File: src/rtl/hsirq_pkg.sv
package hsirq_pkg;
  localparam int unsigned DATA_W  = 8;
  localparam int unsigned NUM_SRC = 4;
  localparam int unsigned SRC_LSB = 4;
  localparam logic [DATA_W-1:0] FIELD_MASK = 8'hF0;

  // source index: 0 idle (D4), 1 hunt (D5), 2 txu/eom (D6), 3 abort (D7)
  localparam int unsigned IDX_ABORT = 3;

  typedef enum logic [0:0] {
    EDGE_RISE = 1'b0,
    EDGE_ANY  = 1'b1
  } edge_mode_e;

  function automatic edge_mode_e src_mode(int unsigned idx);
    return (idx == IDX_ABORT) ? EDGE_ANY : EDGE_RISE;
  endfunction
endpackage

File: src/rtl/hsirq_edge_det.sv
module hsirq_edge_det
  import hsirq_pkg::*;
#(
  parameter edge_mode_e MODE = EDGE_RISE
) (
  input  logic clk_i,
  input  logic rst_ni,
  input  logic lvl_i,
  output logic evt_o
);
  logic prev_q;

  always_ff @(posedge clk_i or negedge rst_ni) begin
    if (!rst_ni) prev_q <= 1'b0;
    else         prev_q <= lvl_i;
  end

  generate
    if (MODE == EDGE_ANY) begin : g_any
      assign evt_o = lvl_i ^ prev_q;
      AST_ANY_EDGE_ONLY_ON_CHANGE: assert property (@(posedge clk_i) disable iff (!rst_ni)
        evt_o |-> (lvl_i != $past(lvl_i)));
    end else begin : g_rise
      assign evt_o = lvl_i & ~prev_q;
      AST_RISE_EDGE_ONLY: assert property (@(posedge clk_i) disable iff (!rst_ni)
        evt_o |-> (lvl_i && !$past(lvl_i)));
    end
  endgenerate
endmodule

File: src/rtl/hsirq_en_regs.sv
module hsirq_en_regs
  import hsirq_pkg::*;
(
  input  logic              clk_i,
  input  logic              rst_ni,
  input  logic              set_wr_i,
  input  logic              clr_wr_i,
  input  logic [DATA_W-1:0] wdata_i,
  output logic [DATA_W-1:0] en_o
);
  logic [DATA_W-1:0] en_q, set_mask, clr_mask;

  assign set_mask = set_wr_i ? (wdata_i & FIELD_MASK) : '0;
  assign clr_mask = clr_wr_i ? wdata_i : '0;

  // shared enable state: clear applied after set
  always_ff @(posedge clk_i or negedge rst_ni) begin
    if (!rst_ni) en_q <= '0;
    else         en_q <= (en_q | set_mask) & ~clr_mask & FIELD_MASK;
  end

  assign en_o = en_q;

  AST_SET_RAISES_EN: assert property (@(posedge clk_i) disable iff (!rst_ni)
    (set_wr_i && !clr_wr_i) |=> ((en_o & $past(wdata_i) & FIELD_MASK) == ($past(wdata_i) & FIELD_MASK)));
  AST_CLR_DROPS_EN: assert property (@(posedge clk_i) disable iff (!rst_ni)
    clr_wr_i |=> ((en_o & $past(wdata_i)) == '0));
  AST_EN_HOLD: assert property (@(posedge clk_i) disable iff (!rst_ni)
    !(set_wr_i || clr_wr_i) |=> $stable(en_o));
endmodule

File: src/rtl/hsirq_pend.sv
module hsirq_pend
  import hsirq_pkg::*;
(
  input  logic              clk_i,
  input  logic              rst_ni,
  input  logic [DATA_W-1:0] evt_i,
  input  logic [DATA_W-1:0] en_i,
  input  logic              ack_wr_i,
  input  logic [DATA_W-1:0] wdata_i,
  output logic [DATA_W-1:0] pend_o,
  output logic              irq_o
);
  logic [DATA_W-1:0] pend_q, ack_mask, hit;

  assign ack_mask = ack_wr_i ? wdata_i : '0;
  assign hit      = evt_i & en_i & FIELD_MASK;

  // a new hit outranks a same-cycle acknowledge
  always_ff @(posedge clk_i or negedge rst_ni) begin
    if (!rst_ni) pend_q <= '0;
    else         pend_q <= (pend_q & ~ack_mask) | hit;
  end

  assign pend_o = pend_q;
  assign irq_o  = |pend_q;

  AST_PEND_NEEDS_EN: assert property (@(posedge clk_i) disable iff (!rst_ni)
    ((pend_q & ~$past(pend_q) & ~$past(en_i)) == '0));
  AST_PEND_STICKY: assert property (@(posedge clk_i) disable iff (!rst_ni)
    !ack_wr_i |=> ((pend_q & $past(pend_q)) == $past(pend_q)));
  AST_ACK_CLEARS: assert property (@(posedge clk_i) disable iff (!rst_ni)
    ack_wr_i |=> ((pend_q & $past(wdata_i) & ~$past(evt_i)) == '0));
  AST_HIT_WINS: assert property (@(posedge clk_i) disable iff (!rst_ni)
    ack_wr_i |=> ((pend_q & $past(evt_i) & $past(en_i) & FIELD_MASK) == ($past(evt_i) & $past(en_i) & FIELD_MASK)));
endmodule

File: src/rtl/hdlc_stat_irq.sv
module hdlc_stat_irq
  import hsirq_pkg::*;
#(
  parameter int unsigned       ADDR_W  = 8,
  parameter logic [ADDR_W-1:0] OFS_SET = 8'h04,
  parameter logic [ADDR_W-1:0] OFS_CLR = 8'h06,
  parameter logic [ADDR_W-1:0] OFS_ACK = 8'h07
) (
  input  logic              clk_i,
  input  logic              rst_ni,
  input  logic [ADDR_W-1:0] addr_i,
  input  logic              we_i,
  input  logic [DATA_W-1:0] wdata_i,
  output logic [DATA_W-1:0] rdata_o,
  input  logic              abort_i,
  input  logic              txu_eom_i,
  input  logic              hunt_i,
  input  logic              idle_i,
  output logic              irq_o
);
  logic [NUM_SRC-1:0] lvl, evt4;
  logic [DATA_W-1:0]  evt, en, pend;
  logic               set_wr, clr_wr, ack_wr;

  assign lvl    = {abort_i, txu_eom_i, hunt_i, idle_i};
  assign set_wr = we_i && (addr_i == OFS_SET);
  assign clr_wr = we_i && (addr_i == OFS_CLR);
  assign ack_wr = we_i && (addr_i == OFS_ACK);

  generate
    for (genvar i = 0; i < NUM_SRC; i++) begin : g_src
      hsirq_edge_det #(.MODE(src_mode(i))) u_edge (
        .clk_i (clk_i),
        .rst_ni(rst_ni),
        .lvl_i (lvl[i]),
        .evt_o (evt4[i])
      );
    end
  endgenerate

  assign evt = {evt4, {SRC_LSB{1'b0}}};

  hsirq_en_regs u_en (
    .clk_i   (clk_i),
    .rst_ni  (rst_ni),
    .set_wr_i(set_wr),
    .clr_wr_i(clr_wr),
    .wdata_i (wdata_i),
    .en_o    (en)
  );

  hsirq_pend u_pend (
    .clk_i   (clk_i),
    .rst_ni  (rst_ni),
    .evt_i   (evt),
    .en_i    (en),
    .ack_wr_i(ack_wr),
    .wdata_i (wdata_i),
    .pend_o  (pend),
    .irq_o   (irq_o)
  );

  always_comb begin
    if (addr_i == OFS_SET || addr_i == OFS_CLR) rdata_o = en;
    else if (addr_i == OFS_ACK)                 rdata_o = pend;
    else                                        rdata_o = '0;
  end

  AST_IRQ_FOLLOWS_HIT: assert property (@(posedge clk_i) disable iff (!rst_ni)
    ((evt & en) != '0) |=> irq_o);
  AST_LOW_BITS_ZERO: assert property (@(posedge clk_i) disable iff (!rst_ni)
    rdata_o[SRC_LSB-1:0] == '0);
endmodule

File: config.mk
export PLATFORM = sky130hd
export DESIGN_NAME = hdlc_stat_irq
export DESIGN_NICKNAME = d
export VERILOG_FILES = /design/src/rtl/hsirq_pkg.sv /design/src/rtl/hsirq_edge_det.sv /design/src/rtl/hsirq_en_regs.sv /design/src/rtl/hsirq_pend.sv /design/src/rtl/hdlc_stat_irq.sv
export SDC_FILE = /design/constraint.sdc
export NUM_CORES = 1
export LEC_CHECK = 0
export BUFFER_PORTS_ARGS = -buffer_cell sky130_fd_sc_hd__buf_2
export CAP_MARGIN = 10
export CORE_MARGIN = 2
export CORE_UTILIZATION = 30
export DETAILED_ROUTE_END_ITERATION = 8
export GPL_TIMING_DRIVEN = 0
export PLACE_DENSITY = 0.54
export SYNTH_ARGS = -nofsm -noshare
export SYNTH_HDL_FRONTEND = slang
export SYNTH_HIERARCHICAL = 1
export SYNTH_SLANG_ARGS = --single-unit
File: constraint.sdc
create_clock -name clk_i -period 1.6 [get_ports clk_i]
set_input_delay 0.32 -clock clk_i [delete_from_list [all_inputs] [get_ports clk_i]]
set_output_delay 0.32 -clock clk_i [all_outputs]
set_load 0.02 [all_outputs]
Word-level counts from Yosys, hierarchy flattened. Index checks and enable logic that the tools add are counted.

Bits in registers: 16. Input port bits: 23. Output and inout bits: 9. Logic and storage cells: 33.

Equality and inequality tests: 3. Muxes and demuxes: 5. Bitwise operators: 14. Reduce and logical (&&, ||, !) cells: 5.

Operators with widths (count): $mux 8 (5); $and 8x8->8 (3); $eq 8x3->1 const B (3); $not 8->8 (2); $or 8x8->8 (2); $reduce_or 8->1 (1); $and 1x1->1 (3); $logic_and 1x1->1 (3); $not 1->1 (3); $logic_or 1x1->1 (1); $xor 1x1->1 (1).

Depth between registers and ports, before layout.
Depth in word-level cells: 6. Mapped depth: 6.

Modules after synthesis. Netlist, hierarchy kept.

Modules (own cells, without submodules): hsirq_pend (times used 1, cells each 23, area each 296.5 sq um, seq. area each 200.2 sq um); hdlc_stat_irq (times used 1, cells each 38, area each 245.2 sq um, seq. area each 0.0 sq um); hsirq_en_regs (times used 1, cells each 17, area each 173.9 sq um, seq. area each 100.1 sq um); hsirq_edge_det at g_src[0].u_edge ... (times used 3, cells each 2, area each 38.8 sq um, seq. area each 25.0 sq um); hsirq_edge_det at g_src[3].u_edge (times used 1, cells each 2, area each 33.8 sq um, seq. area each 25.0 sq um).

Worst setup path after synthesis. OpenSTA, ideal clock, no wires.

Kind: input -> output. Start: input addr_i[5]. End: output rdata_o[0]. Arrival: 1.523 ns. Required time: 1.280 ns. Path slack: -0.243 ns. Stages: 3. Buffers on the path: 1. Cell sequence: or4_4 buf_6 a211oi_1.

Cells in the longest elaborated chain, start to end: 3. Elaborated cells between the ends (all ways): 6. Classes of those cells: 3 x eq/ne; 2 x mux; 1 x reduce/logical.

Ends and longest elaborated chain: start, declared (RTL line hdlc_stat_irq.sv:11) `input logic [ADDR_W-1:0] addr_i,`; $eq 8x3->1 (on tied branches) (RTL line hdlc_stat_irq.sv:65, hdlc_stat_irq.sv:64); $mux 8 / $logic_or 1x1->1 (equally long branches) (RTL line hdlc_stat_irq.sv:65, hdlc_stat_irq.sv:64); $mux 8 (*) (RTL line hdlc_stat_irq.sv:64) `if (addr_i == OFS_SET || addr_i == OFS_CLR) rdata_o = en;`; end, declared (RTL line hdlc_stat_irq.sv:14) `output logic [DATA_W-1:0] rdata_o,`.

Every way passes the cells marked *; elsewhere a longest branch is shown, timed or not.

Final worst setup path.
Start: input addr_i[5]. End: output rdata_o[6].

The elaborated chain is that of the path after synthesis.

==> metrics.log <==
INFO  metric total_global_routing_overflow = 0
INFO  metric cp_cell_sequence = buf_6 > or4_4 > buf_12 > a211oi_4 > buf_6
INFO  metric pre_antenna_drt_iters = 7
INFO  metric rsz0062_at_grt = yes
INFO  metric worst_path_dominant_cell_family = simple AND/OR/NAND/NOR gates
INFO  metric grt_pass1_vias = 707
INFO  metric arrival = 1480 ps
INFO  metric via_per_inst = 4.92
INFO  metric status = complete, but fails checks
INFO  metric critical_path_class = in2out
INFO  metric floorplan.rows = 19
INFO  metric power.share.sequential = 0.510
INFO  metric drtIter0Drc = 34
INFO  metric setup.worst_path.start = addr_i[5]
INFO  metric totalWireLength = 2090 um
INFO  metric ant_nets = 0
INFO  metric hold_path_class = in2reg
INFO  metric mostFrequentLayoutCell = buf_2
INFO  metric cts-buffers-inserted = 3
INFO  metric cts_tree = built
INFO  metric fmaxAchievable = 556 MHz
INFO  metric initial_standard_cell_utilization_of_the_core = 0.315
INFO  metric cpMostUsedCell = buf_6
INFO  metric clock_tree.root_cell = clkbuf_4
INFO  metric share_of_final_layout_standard_cells_stronger_than_drive_strength_1 = 0.496
INFO  metric groute.usage.overall = 0.135
INFO  metric comb_power_share = 0.215
INFO  metric power.density = 720 nW/um^2
INFO  metric yosysWarningCount = 6
INFO  metric final_max_slew_viol_count = 0
INFO  metric synth_area = 862 sq um
INFO  metric final.fill_count = 260
INFO  metric grt_start_max_net_pins = 17
INFO  metric final-hold-violation-count = 0
INFO  metric floorplan.io_pins = 32
INFO  metric antenna-diode-count = 0
INFO  metric max-slew-margin-rel = 0.616
INFO  metric cts_max_level = 1
INFO  metric max_stage_delay = 560 ps
INFO  metric critPathCaptureType = primary output
INFO  metric avgRoutedWirePerCell = 13.4 um
INFO  metric holdPathStages = 1
INFO  metric stdcell_area = 1320 sq um
INFO  metric intPower = 0.000682 W
INFO  metric port_bufs = 30
INFO  metric skew = 0.643 ps
INFO  metric drv_cap = 0
INFO  metric critPathMaxFanout = 10
INFO  metric cts.clk_slew.worst_paths = 90 ps
INFO  metric critical_path.slowest_cell = or4_4
INFO  metric switching_power_share_of_the_total = 0.284
INFO  metric gpl.final_weighted_congestion = 0.736
INFO  metric detailedPlacementHpwl = 1540 um
INFO  metric setup-violations-final = 12
INFO  metric core-area = 2730 sq um
INFO  metric vias = 768
INFO  metric area_of_all_sequential_standard_cells = 400 sq um
INFO  metric fin_nets = 149
INFO  metric leakagePower = 0.564 nW
INFO  metric timing_worst_slew_pin_value = 576 ps
INFO  metric die_height = 57.6 um
INFO  metric finish.utilization = 0.484
INFO  metric clock_sinks = 16
INFO  metric r2r-start = g_src[3].u_edge/prev_q$_DFF_PN0_
INFO  metric gate_count_post_synth = 85
INFO  metric multi_input_area = 543 sq um
INFO  metric placement.cell_area = 1170 sq um
INFO  metric post-route-period-util = 1.12
INFO  metric clockBufferDepth = 2
INFO  metric worst-path-buf-inv = 3
INFO  metric min_from = idle_i
INFO  metric worst_ep_required_time = 1280 ps
INFO  metric timing.critical_path.depth = 5
INFO  metric final_critical_path_time_including_i_o_delays_and_setup = 1800 ps
INFO  metric avgSynthCellArea = 10.1 sq um
INFO  metric die_x = 57.6 um
INFO  metric worst_skew_pair_later_pin_latency = 280 ps
INFO  metric max-vdd-ir-drop = 648 uV
INFO  metric share_clk_of_total_power = 0.275
INFO  metric failed_checks = setup timing
INFO  metric most-common-layout-cells = buf_2, dfrtp_1, nand2b_1
INFO  metric net-switching-power = 0.000271 W
INFO  metric fp.dieArea = 3320 sq um
INFO  metric grt_antenna_before_repair = 0
INFO  metric worst_r2r_path_depth = 2
INFO  metric drc = 0
INFO  metric area_growth = 53.6%
INFO  metric grt_pass1_wl = 3320 um
INFO  metric critical_path_start_type = input pin
INFO  metric setup_slack = -198 ps
## through the flow
step	setup WS [ps]	setup TNS, ps	power (W)	std cells	hold WS [ps]
final	-198	-1680	0.000953	156	156
after global placement	-389	-7130	0.000678	149	261
after floorplan	-18.6	-149	0.000607	88	24.4
after detailed placement	-411	-7380	0.000681	149	259
after CTS	-201	-1770	0.000969	154	142
after global routing	-229	-2230	0.00101	156	133
## power groups by stage
stage / clock (W) / sequential (W) / combinational [W]
after floorplan: 0 / 0.000477 / 0.000130
after global placement: 0 / 0.000488 / 0.000189
after detailed placement: 0 / 0.000489 / 0.000192
after CTS: 0.000280 / 0.000485 / 0.000205
after global routing: 0.000293 / 0.000490 / 0.000225
final: 0.000262 / 0.000486 / 0.000205
## final cells by class
| cell class | count | share of cell area |
|---|---|---|
| Multi-Input combinational cell | 62 | 0.410 |
| Tap cell | 31 | 0.0293 |
| Inverter | 1 | 0.00284 |
| Clock buffer | 4 | 0.0274 |
| Sequential cell | 16 | 0.302 |
| Timing Repair Buffer | 33 | 0.175 |
| Buffer | 9 | 0.0529 |
## sequential cells by signal, summed over array words and instances (netlist names)
name	cells
u_pend/pend_o	8
g_src.u_edge/prev_q	4
u_en/en_o	4
## timing repair
action                                  in CTS  in global routing
pin swaps                                    0                  5
endpoints found under the hold margin       16                  0
hold buffers                                 1                  0
setup buffers                                0                  2
endpoints found under the setup margin      17                 13
gates resized for setup                     23                  2
## final timing paths
kind	endpoint	slack, ps
max	rdata_o[6]	-200
max in group asynchronous	u_pend/pend_o[0]$_DFF_PN0_	860
min in group asynchronous	u_en/en_o[4]$_DFF_PN0_	480
max reg2reg	u_pend/pend_o[7]$_DFF_PN0_	730
min reg2reg	u_pend/pend_o[5]$_DFF_PN0_	540
min	g_src[0].u_edge/prev_q$_DFF_PN0_	160
## layer usage
metal  wire length [um]  up-vias  GRT usage
li1                   -      371          -
met1                916      370      0.180
met2               1020       25      0.209
met3                134        2     0.0454
met4                 19        0     0.0399
met5                  0        -          0
No activity file was read; power rests on OpenSTA's default activity.
